[config.mk]
export PLATFORM = sky130hd
export DESIGN_NAME = async_access_seq
export DESIGN_NICKNAME = d
export VERILOG_FILES = /design/src/rtl/async_seq_pkg.sv /design/src/rtl/phase_lengths.sv /design/src/rtl/phase_fsm.sv /design/src/rtl/strobe_decode.sv /design/src/rtl/async_access_seq.sv
export SDC_FILE = /design/constraint.sdc
export NUM_CORES = 1
export LEC_CHECK = 0
export ABC_AREA = 1
export BUFFER_PORTS_ARGS = -buffer_cell sky130_fd_sc_hd__buf_2
export CAP_MARGIN = 10
export CELL_PAD_IN_SITES_DETAIL_PLACEMENT = 2
export CELL_PAD_IN_SITES_GLOBAL_PLACEMENT = 2
export CORE_ASPECT_RATIO = 0.8
export CORE_MARGIN = 3
export CORE_UTILIZATION = 32
export DETAILED_ROUTE_END_ITERATION = 6
export HOLD_SLACK_MARGIN = 0.12
export PLACE_DENSITY = 0.84
export SYNTH_ARGS = -nofsm -noshare
export SYNTH_HDL_FRONTEND = slang
export SYNTH_HIERARCHICAL = 1
export SYNTH_SLANG_ARGS = --single-unit
export TNS_END_PERCENT = 20
[constraint.sdc]
create_clock -name clk -period 5.76 [get_ports clk]
set_clock_uncertainty 0.05 [all_clocks]
set_input_delay 1.152 -clock clk [delete_from_list [all_inputs] [get_ports clk]]
set_output_delay 1.152 -clock clk [all_outputs]
set_load 0.005 [all_outputs]
[src/rtl/async_seq_pkg.sv]
package async_seq_pkg;

  localparam int CFG_W = 23;

  typedef enum logic [2:0] {
    PH_IDLE  = 3'd0,
    PH_SETUP = 3'd1,
    PH_AHOLD = 3'd2,
    PH_DATA  = 3'd3,
    PH_DHOLD = 3'd4,
    PH_TURN  = 3'd5
  } phase_e;

  // bit 22: hold enable, [21:20] data hold, [19:16] turnaround,
  // [15:8] data, [7:4] address hold, [3:0] setup
  typedef struct packed {
    logic       hold_en;
    logic [1:0] dhold;
    logic [3:0] turn;
    logic [7:0] data;
    logic [3:0] ahold;
    logic [3:0] setup;
  } timing_cfg_t;

  localparam timing_cfg_t CFG_RESET = '{
    hold_en: 1'b0, dhold: 2'd0, turn: 4'hF,
    data: 8'hFF, ahold: 4'hF, setup: 4'hF
  };

endpackage

[src/rtl/phase_lengths.sv]
module phase_lengths
  import async_seq_pkg::*;
#(
  parameter int CNT_W = 8
) (
  input  timing_cfg_t      cfg,
  input  logic             is_write,
  output logic [CNT_W-1:0] len_setup,
  output logic [CNT_W-1:0] len_ahold,
  output logic [CNT_W-1:0] len_data,
  output logic [CNT_W-1:0] len_dhold,
  output logic [CNT_W-1:0] len_turn
);

  localparam logic [CNT_W-1:0] ONE = CNT_W'(1);

  always_comb begin
    len_setup = CNT_W'(cfg.setup);
    if (!cfg.hold_en)
      len_ahold = '0;
    else if (cfg.ahold == 4'd0)
      len_ahold = ONE;
    else
      len_ahold = CNT_W'(cfg.ahold);
    len_data  = (cfg.data == 8'd0) ? ONE : CNT_W'(cfg.data);
    len_dhold = is_write ? CNT_W'(cfg.dhold) + ONE : CNT_W'(cfg.dhold);
    len_turn  = CNT_W'(cfg.turn) + ONE;
  end

endmodule

[src/rtl/phase_fsm.sv]
module phase_fsm
  import async_seq_pkg::*;
#(
  parameter int CNT_W = 8
) (
  input  logic             clk,
  input  logic             rst_n,
  input  logic             start,
  input  logic [CNT_W-1:0] st_setup,
  input  logic [CNT_W-1:0] st_ahold,
  input  logic [CNT_W-1:0] st_data,
  input  logic [CNT_W-1:0] run_ahold,
  input  logic [CNT_W-1:0] run_data,
  input  logic [CNT_W-1:0] run_dhold,
  input  logic [CNT_W-1:0] run_turn,
  output phase_e           phase,
  output logic             last
);

  logic [CNT_W-1:0] cnt_q;
  phase_e           nxt_phase;
  logic [CNT_W-1:0] nxt_cnt;

  assign last = (phase != PH_IDLE) && (cnt_q == CNT_W'(1));

  always_comb begin
    nxt_phase = phase;
    nxt_cnt   = cnt_q - CNT_W'(1);
    unique case (phase)
      PH_IDLE: begin
        nxt_cnt = cnt_q;
        if (start) begin
          if (st_setup != '0) begin
            nxt_phase = PH_SETUP; nxt_cnt = st_setup;
          end else if (st_ahold != '0) begin
            nxt_phase = PH_AHOLD; nxt_cnt = st_ahold;
          end else begin
            nxt_phase = PH_DATA;  nxt_cnt = st_data;
          end
        end
      end
      PH_SETUP: if (last) begin
        if (run_ahold != '0) begin
          nxt_phase = PH_AHOLD; nxt_cnt = run_ahold;
        end else begin
          nxt_phase = PH_DATA;  nxt_cnt = run_data;
        end
      end
      PH_AHOLD: if (last) begin
        nxt_phase = PH_DATA; nxt_cnt = run_data;
      end
      PH_DATA: if (last) begin
        if (run_dhold != '0) begin
          nxt_phase = PH_DHOLD; nxt_cnt = run_dhold;
        end else begin
          nxt_phase = PH_TURN;  nxt_cnt = run_turn;
        end
      end
      PH_DHOLD: if (last) begin
        nxt_phase = PH_TURN; nxt_cnt = run_turn;
      end
      PH_TURN: if (last) begin
        nxt_phase = PH_IDLE; nxt_cnt = '0;
      end
      default: begin
        nxt_phase = PH_IDLE; nxt_cnt = '0;
      end
    endcase
  end

  always_ff @(posedge clk or negedge rst_n) begin
    if (!rst_n) begin
      phase <= PH_IDLE;
      cnt_q <= '0;
    end else begin
      phase <= nxt_phase;
      cnt_q <= nxt_cnt;
    end
  end

  // without a start the sequencer stays idle
  a_r1_idle_holds: assert property (@(posedge clk) disable iff (!rst_n)
    (phase == PH_IDLE && !start) |=> (phase == PH_IDLE));

  // the end of turnaround returns to idle
  a_r6_turn_ends: assert property (@(posedge clk) disable iff (!rst_n)
    (phase == PH_TURN && last) |=> (phase == PH_IDLE));

  // data phase is always followed by data hold or turnaround
  a_r4_data_exit: assert property (@(posedge clk) disable iff (!rst_n)
    (phase == PH_DATA && last) |=> (phase == PH_DHOLD || phase == PH_TURN));

endmodule

[src/rtl/strobe_decode.sv]
module strobe_decode
  import async_seq_pkg::*;
#(
  parameter int DATA_W = 16
) (
  input  logic              clk,
  input  logic              rst_n,
  input  phase_e            phase,
  input  logic              last,
  input  logic              is_write,
  input  logic [DATA_W-1:0] bus_in,
  output logic              cs,
  output logic              oe,
  output logic              we,
  output logic              addr_valid,
  output logic              drive,
  output logic              done,
  output logic [DATA_W-1:0] rd_data
);

  logic in_access, in_data;

  assign in_access  = (phase == PH_SETUP) || (phase == PH_AHOLD) ||
                      (phase == PH_DATA)  || (phase == PH_DHOLD);
  assign in_data    = (phase == PH_DATA);
  assign cs         = in_access;
  assign addr_valid = in_access;
  assign oe         = in_data && !is_write;
  assign we         = in_data && is_write;
  assign drive      = is_write && (in_data || phase == PH_DHOLD);
  assign done       = (phase == PH_TURN) && last;

  always_ff @(posedge clk or negedge rst_n) begin
    if (!rst_n)
      rd_data <= '0;
    else if (in_data && last && !is_write)
      rd_data <= bus_in;
  end

  // done is a single-cycle pulse
  a_r6_done_single: assert property (@(posedge clk) disable iff (!rst_n)
    done |=> !done);

  // a write strobe always comes with the bus driven
  a_r8_we_drives: assert property (@(posedge clk) disable iff (!rst_n)
    we |-> drive);

  // read data changes only on a read's last data cycle
  a_r7_rdata_held: assert property (@(posedge clk) disable iff (!rst_n)
    !(in_data && last && !is_write) |=> $stable(rd_data));

endmodule

[src/rtl/async_access_seq.sv]
module async_access_seq
  import async_seq_pkg::*;
#(
  parameter int ADDR_W = 24,
  parameter int DATA_W = 16
) (
  input  logic                  clk,
  input  logic                  rst_n,
  input  logic                  req_valid,
  output logic                  req_ready,
  input  logic                  req_write,
  input  logic [ADDR_W-1:0]     req_addr,
  input  logic [DATA_W-1:0]     req_wdata,
  input  logic [CFG_W-1:0]      req_cfg,
  output logic                  mem_cs,
  output logic                  mem_oe,
  output logic                  mem_we,
  output logic                  mem_addr_valid,
  output logic [ADDR_W-1:0]     mem_addr,
  output logic [DATA_W-1:0]     mem_wdata,
  output logic                  mem_drive,
  input  logic [DATA_W-1:0]     mem_rdata_in,
  output logic [DATA_W-1:0]     rd_data,
  output logic                  done
);

  localparam int CNT_W = 8;

  phase_e      phase;
  logic        last;
  logic        accept;
  timing_cfg_t cfg_q, cfg_in;
  logic        write_q;

  logic [CNT_W-1:0] st_setup, st_ahold, st_data, st_dhold, st_turn;
  logic [CNT_W-1:0] rn_setup, rn_ahold, rn_data, rn_dhold, rn_turn;

  assign req_ready = (phase == PH_IDLE);
  assign accept    = req_valid && req_ready;
  assign cfg_in    = timing_cfg_t'(req_cfg);

  always_ff @(posedge clk or negedge rst_n) begin
    if (!rst_n) begin
      cfg_q     <= CFG_RESET;
      write_q   <= 1'b0;
      mem_addr  <= '0;
      mem_wdata <= '0;
    end else if (accept) begin
      cfg_q     <= cfg_in;
      write_q   <= req_write;
      mem_addr  <= req_addr;
      mem_wdata <= req_wdata;
    end
  end

  // lengths for launching from the incoming word
  phase_lengths #(.CNT_W(CNT_W)) u_len_start (
    .cfg(cfg_in), .is_write(req_write),
    .len_setup(st_setup), .len_ahold(st_ahold), .len_data(st_data),
    .len_dhold(st_dhold), .len_turn(st_turn)
  );

  // lengths for the running access from the sampled word
  phase_lengths #(.CNT_W(CNT_W)) u_len_run (
    .cfg(cfg_q), .is_write(write_q),
    .len_setup(rn_setup), .len_ahold(rn_ahold), .len_data(rn_data),
    .len_dhold(rn_dhold), .len_turn(rn_turn)
  );

  phase_fsm #(.CNT_W(CNT_W)) u_fsm (
    .clk(clk), .rst_n(rst_n), .start(accept),
    .st_setup(st_setup), .st_ahold(st_ahold), .st_data(st_data),
    .run_ahold(rn_ahold), .run_data(rn_data),
    .run_dhold(rn_dhold), .run_turn(rn_turn),
    .phase(phase), .last(last)
  );

  strobe_decode #(.DATA_W(DATA_W)) u_dec (
    .clk(clk), .rst_n(rst_n), .phase(phase), .last(last),
    .is_write(write_q), .bus_in(mem_rdata_in),
    .cs(mem_cs), .oe(mem_oe), .we(mem_we), .addr_valid(mem_addr_valid),
    .drive(mem_drive), .done(done), .rd_data(rd_data)
  );

  // sampled timing word is frozen while busy
  a_r9_cfg_frozen: assert property (@(posedge clk) disable iff (!rst_n)
    !req_ready |=> $stable(cfg_q));

  // chip select is never active while ready
  a_r1_cs_busy: assert property (@(posedge clk) disable iff (!rst_n)
    mem_cs |-> !req_ready);

  // a read never drives the data bus
  a_r8_read_no_drive: assert property (@(posedge clk) disable iff (!rst_n)
    mem_oe |-> !mem_drive);

endmodule

## After elaboration in Yosys (flattened, before gate mapping)

Cells that the tools add are included.

- Flip-flop bits (word level): 87
- Bits of input ports: 83
- Word-level logic and storage cells: 79
- Output and inout bits: 63

- Mux-type cells: 29
- Eq/ne operators: 12
- $add $sub $neg: 3
- Reduce and logical (&&, ||, !) cells: 24

Operators with widths:

| kind | count |
|---|---|
| two-way mux 8 bit | 15 |
| one-hot mux 8 bit (6 select lines) | 1 |
| nonzero test 8 bit | 4 |
| two-way mux 3 bit | 7 |
| one-hot mux 3 bit (6 select lines) | 1 |
| logical NOT 8 bit | 2 |
| != test 2 x 1 -> 1 bit (second input constant) | 6 |
| equality test 8 x 1 -> 1 bit (second input constant) | 1 |
| logical AND 1 bit | 8 |
| logical NOT 4 bit | 2 |
| two-way mux 4 bit | 2 |
| subtractor 8 x 1 -> 8 bit (second input constant) | 1 |
| equality test 3 x 2 -> 1 bit (second input constant) | 2 |
| equality test 3 bit (second input constant) | 2 |
| AND reduction 6 bit | 1 |
| adder 4 x 1 -> 5 bit (second input constant) | 1 |
| logical OR 1 bit | 4 |
| adder 2 x 1 -> 3 bit (second input constant) | 1 |
| equality test 3 x 1 -> 1 bit (second input constant) | 1 |
| logical NOT 3 bit | 1 |
| two-way mux 1 bit | 3 |
| nonzero test 3 bit | 1 |
| logical NOT 1 bit | 1 |

## Logic depth before layout (Yosys ltp)

Gate-level depths: netlist of the first run.

- Word-level depth: 8
- Mapped depth: 16
- Depth with buffers taken out: 16

## By module

The synthesis of the first run kept the hierarchy.

By module, submodules not included:

| module | instances | area an instance (sq um) | sequential area each (sq um) | cells an instance |
|---|---|---|---|---|
| async_access_seq | 1 | 2720.1 | 1626.6 | 290 |
| phase_fsm | 1 | 1819.2 | 275.3 | 336 |
| strobe_decode | 1 | 753.2 | 400.4 | 85 |
| phase_lengths | 2 | 345.3 | 0.0 | 62 |

## Least setup slack after synthesis of the first run

No wires, ideal clock.

- Kind: reg2out
- Start point: register u_fsm.phase[2]
- End point: output port done
- Cell stages (with the launch flop): 8
- Setup slack: 3117 ps
- Data arrival time: 1441 ps
- Data required time: 4558 ps
- Path buffers: 1
- Cell sequence: dfrtp_1 -> inv_2 -> nand2_4 -> nand2_2 -> nor2_4 -> buf_2 -> nand2_1 -> nor3_1

- Cells in the longest elaborated chain, start to end: 3
- Elaborated cells between the ends (all ways): 4
- Classes of those cells: eq/ne (1); reduce/logical (3)

RTL lines:

| item | RTL line | RTL |
|---|---|---|
| from (decl) | phase_fsm.sv:16 | `output phase_e phase,` |
| from (signal assigned) | phase_fsm.sv:76 | `phase <= nxt_phase;` |
| nonzero test 3 bit | phase_fsm.sv:24 | `assign last = (phase != PH_IDLE) && (cnt_q == CNT_W'(1));` |
| logical AND 1 bit | phase_fsm.sv:24 |  |
| named net last | async_access_seq.sv:30 | `logic last;` |
| logical AND 1 bit | strobe_decode.sv:31 | `assign done = (phase == PH_TURN) && last;` |
| to (decl) | async_access_seq.sv:24 | `output logic done` |

The timed path passes the listed nets, and every way through them passes these cells.

## Worst setup path after layout of the first run

Ends and elaborated chain as after synthesis.

==> metrics.md, run 1 <==
| Metric | Value |
|---|---|
| Clk slew on worst S/H paths | `0.07 ns` |
| Total CTS buffers | `9` |
| Port bufs | `145` |
| Maximum VDD drop | `143 uV` |
| PnR Total Power | `3380 uW` |
| Placement Rows | `42` |
| Core box area | `16,900 um^2` |
| Setup tns final | `0 ns` |
| Final #Nets | `979` |
| Grt ovf | `0` |
| Top delay family on crit path | `simple AND/OR/NAND/NOR gates` |
| Vias in the first global route | `5,795` |
| Worst hold-check path type | `flop to flop` |
| Hpwl dp | `14.0 mm` |
| Core Util, Final | `38.9%` |
| Synthesized instance count | `788` |
| Highest-delay cell along the critical path | `dfrtp_1` |
| Worst-path fanout max | `22` |
| DRT antenna net count | `0` |
| Synth warnings | `6` |
| Drt via density | `4.91` |
| Antenna Cells | `0` |
| Initial DRC count | `259` |
| Area grow syn2layout | `17.0%` |
| Post-Syn Area | `5610 um^2` |
| Final Critical Period | `3.62 ns` |
| Worst-margin pin slew | `0.755 ns` |
| Initial Util | `33.3%` |
| Maximum clock path buffer count | `2` |
| Crit path required time | `4.56 ns` |
| DRT Pass-1 Iters | `4` |
| Clk_lat worst skew | `0.35 ns` |
| DRC viols | `0` |
| CP bufs+invs | `2` |
| Crit path DAT | `2.41 ns` |
| Dpl cells | `1,101` |
| Routability cong. | `0.794` |
| CP max stage delay | `0.67 ns` |
| Die H | `124 um` |
| Share of cells above drive strength 1 | `24.1%` |
| Die area | `19,200 um^2` |
| Setup violations, final | `0` |
| Wire length after detailed routing | `19.0 mm` |
| Post-cts resize count | `0` |
| Clock Sinks | `87` |
| Final worst path period share | `62.8%` |
| Worst setup EP type | `primary output` |
| Ports | `146` |
| Global-route wire length before repair | `31.2 mm` |
| Root Buffer | `clkbuf_16` |
| Fin cells | `1,117` |
| Fmax | `277 MHz` |
| Crit start category | `flop` |
| Crit path kind | `flop to primary output` |
| Max Cap Viol | `0` |
| Die width | `154 um` |
| Post-CTS setup buffers | `0` |
| PwrDens | `514 nW/um^2` |
| Post-CTS Hold Buffers | `0` |
| Slew headroom | `49.7%` |
| RSZ-0062 raised after global routing | `no` |
| # fillers | `2,077` |
| Final hold vios | `0` |
| Routed len/inst | `17.0 um` |
| P_leak | `0.00349 uW` |
| Gr usage total | `19.7%` |
| # H-tree levels | `3` |
| Final Max Slew Viols | `0` |
| Post-Syn Area per Cell | `7.12 um^2` |
| Initial antenna violation count | `0` |
| Outcome | `finished, final reports clean` |
| CTS tree | `done` |
| Via count | `5,481` |
| CP Cell Sequence | `inv_2 > nand2_4 > nand2_2 > nor2_4 > nand2_1 > nor3_1 > buf_2` |
| Pin count of the biggest net entering global routing | `63` |
[cell usage in the layout (no fill, tap or decap), types with 2 or more instances in the layout]
| cell type | n |
|---|---|
| nor2_1 | 57 |
| nand3_1 | 26 |
| clkinvlp_4 | 2 |
| nand2_4 | 3 |
| o21ai_0 | 10 |
| conb_1 | 20 |
| inv_2 | 4 |
| and2_1 | 2 |
| xnor2_1 | 2 |
| bufinv_16 | 2 |
| buf_4 | 6 |
| nor2_8 | 2 |
| o31ai_1 | 2 |
| ha_1 | 4 |
| inv_6 | 3 |
| nand3_2 | 4 |
| clkbuf_16 | 9 |
| a21oi_1 | 17 |
| xor2_1 | 6 |
| nor3_1 | 4 |
| nor2_4 | 6 |
| o21ai_1 | 5 |
| inv_1 | 66 |
| nand4_1 | 79 |
| nor2_2 | 4 |
| nand2_1 | 307 |
| nand2_2 | 6 |
| buf_2 | 144 |
| dfrtp_1 | 71 |
| dfstp_2 | 16 |
[final cells by class]
class / instances / area, um^2 / share of cell area (%)
Multi-Input combinational cell: 573 / 2740 / 41.7
Sequential cell: 87 / 2200 / 33.5
Timing Repair Buffer: 150 / 766 / 11.7
Tap cell: 220 / 275 / 4.19
Inverter: 71 / 267 / 4.06
Clock buffer: 9 / 225 / 3.43
Clock inverter: 7 / 101 / 1.54
[flip-flops by register name, summed over array words and instances, names as in the netlist]
| name | cells |
|---|---|
| mem_addr | 24 |
| cfg_q | 19 |
| mem_wdata | 16 |
| u_dec/rd_data | 16 |
| u_fsm/cnt_q | 8 |
| u_fsm/phase | 3 |
| write_q | 1 |
[per-stage QoR]
step / setup slack, ns / area [um^2] / hold WS (ns)
CTS: 2.11 / 6570 / 0.425
detailed placement: 2.50 / 6240 / 0.407
floorplan: 3.12 / 5680 / 0.392
global route: 1.99 / 6570 / 0.453
finish: 2.14 / 6570 / 0.419
global placement: 2.60 / 6240 / 0.399
[report_power, final]
| group | switching [uW] | internal, uW | total (uW) |
|---|---|---|---|
| clock | 270 | 385 | 655 |
| combinational | 1060 | 523 | 1580 |
| sequential | 230 | 909 | 1140 |
[path summary, 6_finish.rpt]
kind | startpoint | to | slack (ns) | depth (start not counted)
worst max-delay path | u_fsm/phase[2] | done | 2.14 | 7
worst min-delay path | mem_wdata[0] | mem_wdata[0] | 0.42 | 2
worst max register to register | u_fsm/phase[1] | u_fsm/phase[2] | 2.89 | 8
worst min register to register | mem_wdata[0] | mem_wdata[0] | 0.42 | 2
max in group asynchronous | rst_n | u_fsm/cnt_q[0] | 3.88 | 2
min in group asynchronous | rst_n | mem_wdata[11] | 0.67 | 1
[worst reg2reg max path, cell delays in order, from the launching register on]
cell and delay (ns):
dfrtp_1 0.55, nor2_4 0.41, buf_4 0.50, nand3_2 0.50, inv_1 0.26, nor2_4 0.11
a21oi_4 0.18, o21ai_0 0.11, o21ai_0 0.11
[layer usage]
metal / up-vias / GRT usage [%] / share of wire [%]
met2: 109 / 31.9 / 47
met5: - / 0 / 0
met1: 2693 / 28.1 / 48
met4: 0 / 3.58 / 0.79
met3: 10 / 3.33 / 4.4
li1: 2669 / - / -
Note: power is estimated with default switching activity, not from simulation.
==> run 2: changes to the inputs <==
Settings changed: ABC_AREA 1 to 0, CORE_UTILIZATION 32 to 33, PLACE_DENSITY 0.84 to 0.78.
Clock period 5.76 ns to 3.7 ns, I/O delays scaled along.
==> metrics.md, run 2 <==
| Metric | Value |
|---|---|
| Clk_lat worst skew | `0.35 ns (about the same)` |
| Grt ovf | `0 (unchanged)` |
| Maximum VDD drop | `330 uV (was 143 uV)` |
| # fillers | `1,582 (was 2,077)` |
| Total CTS buffers | `9 (unchanged)` |
| Maximum clock path buffer count | `2 (unchanged)` |
| Final worst path period share | `79.8%` |
| Worst-margin pin slew | `1.04 ns (was 0.755 ns)` |
| Initial DRC count | `194 (was 259)` |
| Via count | `4,157 (was 5,481)` |
| Largest regs | `mem_addr: 24 flops, cfg_q: 19 flops (unchanged)` |
| Pin count of the biggest net entering global routing | `88 (was 63)` |
| Core Util, Final | `41.9% (was 38.9%)` |
| Port bufs | `145 (unchanged)` |
| PwrDens | `874 nW/um^2 (was 514 nW/um^2)` |
| Synth warnings | `6 (unchanged)` |
| Crit start category | `flop (unchanged)` |
| Clk slew on worst S/H paths | `0.07 ns (about the same)` |
| Drt via density | `5.39 (was 4.91)` |
| Routability cong. | `0.955 (was 0.794)` |
| Share of cells above drive strength 1 | `39.5% (was 24.1%)` |
| Crit path required time | `2.91 ns (was 4.56 ns)` |
| Synthesized instance count | `458 (was 788)` |
| Gr usage total | `20.9% (was 19.7%)` |
| Register area | `2200 um^2 (unchanged)` |
| Highest-delay cell along the critical path | `dfrtp_1 (unchanged)` |
| Initial antenna violation count | `1 (was 0)` |
| RSZ-0062 raised after global routing | `no (unchanged)` |
| Final hold vios | `0 (unchanged)` |
| Antenna Cells | `0 (unchanged)` |
| Outcome | `finished, final reports clean (unchanged)` |
| Post-CTS setup buffers | `0 (unchanged)` |
| Max reg flops | `24 (unchanged)` |
| Clock Sinks | `87 (unchanged)` |
| PnR Total Power | `5350 uW (was 3380 uW)` |
| Placement Rows | `39 (was 42)` |
| Slew headroom | `30.0% (was 49.7%)` |
| Worst hold-check path type | `primary input to async pin (was flop to flop)` |
| Largest Register | `mem_addr (unchanged)` |
| DRT Pass-1 Iters | `4 (unchanged)` |
| Initial Util | `34.4% (was 33.3%)` |
| Crit path DAT | `2.16 ns (was 2.41 ns)` |
| Post-cts resize count | `0 (unchanged)` |
| Area of the multi-input gates | `2460 um^2 (was 2740 um^2)` |
| Final Max Slew Viols | `0 (unchanged)` |
| Final Critical Period | `2.95 ns` |
| Die width | `144 um (was 154 um)` |
| Root Buffer | `clkbuf_16 (unchanged)` |
| Final #Nets | `669 (was 979)` |
| CP Cell Sequence | `ha_1 > nor3b_1 > nand3_2 > inv_1 > and4b_1 > buf_2 (was inv_2 > nand2_4 > nand2_2 > nor2_4 > nand2_1 > nor3_1 > buf_2)` |
| DRC viols | `0 (unchanged)` |
| CTS tree | `done (unchanged)` |
| Setup tns final | `0 ns (unchanged)` |
| Crit path kind | `flop to primary output (unchanged)` |
| Post-Syn Area per Cell | `11.0 um^2 (was 7.12 um^2)` |
| Max Cap Viol | `0 (unchanged)` |
| Die H | `116 um (was 124 um)` |
| Wire length after detailed routing | `17.1 mm (was 19.0 mm)` |
| CP max stage delay | `0.47 ns (was 0.67 ns)` |
| Worst setup EP type | `primary output (unchanged)` |
| Die area | `16,700 um^2 (was 19,200 um^2)` |
| Vias in the first global route | `4,672 (was 5,795)` |
| Most frequent cells in the layout | `buf_2, dfrtp_1, mux2_1 (was nand2_1, buf_2, nand4_1)` |
| P_leak | `0.00280 uW (was 0.00349 uW)` |
| # H-tree levels | `3 (unchanged)` |
| Post-CTS Hold Buffers | `0 (unchanged)` |
| Fmax | `339 MHz` |
| DRT antenna net count | `0 (unchanged)` |
| Ports | `146 (unchanged)` |
| Worst-path fanout max | `6 (was 22)` |
| Routed len/inst | `22.1 um (was 17.0 um)` |
| Most common cell after layout, fill and taps aside | `buf_2 (was nand2_1)` |
| Post-Syn Area | `5020 um^2 (was 5610 um^2)` |
| Core box area | `14,600 um^2 (was 16,900 um^2)` |
| Global-route wire length before repair | `26.7 mm (was 31.2 mm)` |
| Area grow syn2layout | `21.8% (was 17.0%)` |
| Setup violations, final | `0 (unchanged)` |
| Hpwl dp | `12.8 mm (was 14.0 mm)` |
run 2: cell types whose count changed in the layout (fill, tap and decap cells not counted), sizes merged, moves of 12 or more:
cell / before / now
nand3: 31 / 4
nor2: 69 / 18
a31oi: 0 / 16
nand2: 317 / 27
nand4: 80 / 3
mux2: 0 / 77
nor4: 0 / 12
inv: 73 / 14
nor3: 5 / 17
run 2: final timing paths:
kind                                startpoint        endpoint  slack (ns)  cells after the start
worst min register to register    mem_addr[17]    mem_addr[17]        0.43                      1
worst max-delay path            u_fsm/cnt_q[0]            done        0.75                      6
worst max register to register       cfg_q[20]  u_fsm/cnt_q[2]        1.06                      7
max in group asynchronous                rst_n       cfg_q[14]        2.70                      2
min in group clk                  mem_addr[17]    mem_addr[17]        0.43                      1
worst min-delay path                     rst_n    mem_wdata[3]        0.21                      1
run 2: critical path: cells and delay by family (launching register included):
| kind | cells | cell delay (ns) |
|---|---|---|
| buffers and inverters | 2 | 0.25 |
| flip-flops | 1 | 0.47 |
| AND/OR/NAND/NOR | 3 | 0.88 |
| adder cells (fa/ha/maj) | 1 | 0.20 |
run 2: cell type report:
type / instances / area share, %
Clock buffer: 9 / 3.68
Clock inverter: 7 / 2.21
Inverter: 11 / 0.675
Multi-Input combinational cell: 318 / 40.3
Sequential cell: 87 / 35.9
Tap cell: 184 / 3.76
Timing Repair Buffer: 155 / 13.5
run 2: layer usage:
layer	global-route usage, %	vias to the layer above	part of all wire [%]
met5	0	-	0.12
met4	3.89	2	0.90
met3	5.57	11	6.8
met2	34.9	146	49
met1	27.6	2123	44
li1	-	1875	-
run 2: power breakdown:
group          leakage (uW)  total [uW]  switching, uW  internal (uW)
logic               0.00162        2330           1270           1060
clock network      0.000175        1100            427            676
registers           0.00101        1910            406           1500
total               0.00280        5350           2100           3240
run 2: per-stage QoR:
step	hold slack, ns	instance area (um^2)	worst slack, ns	std cells
finish	0.206	6120	0.747	771
global route	0.206	6120	0.572	771
CTS	0.440	6090	0.759	770
detailed placement	0.423	5730	0.890	754
global placement	0.412	5730	0.974	754
floorplan	0.394	5090	1.08	476
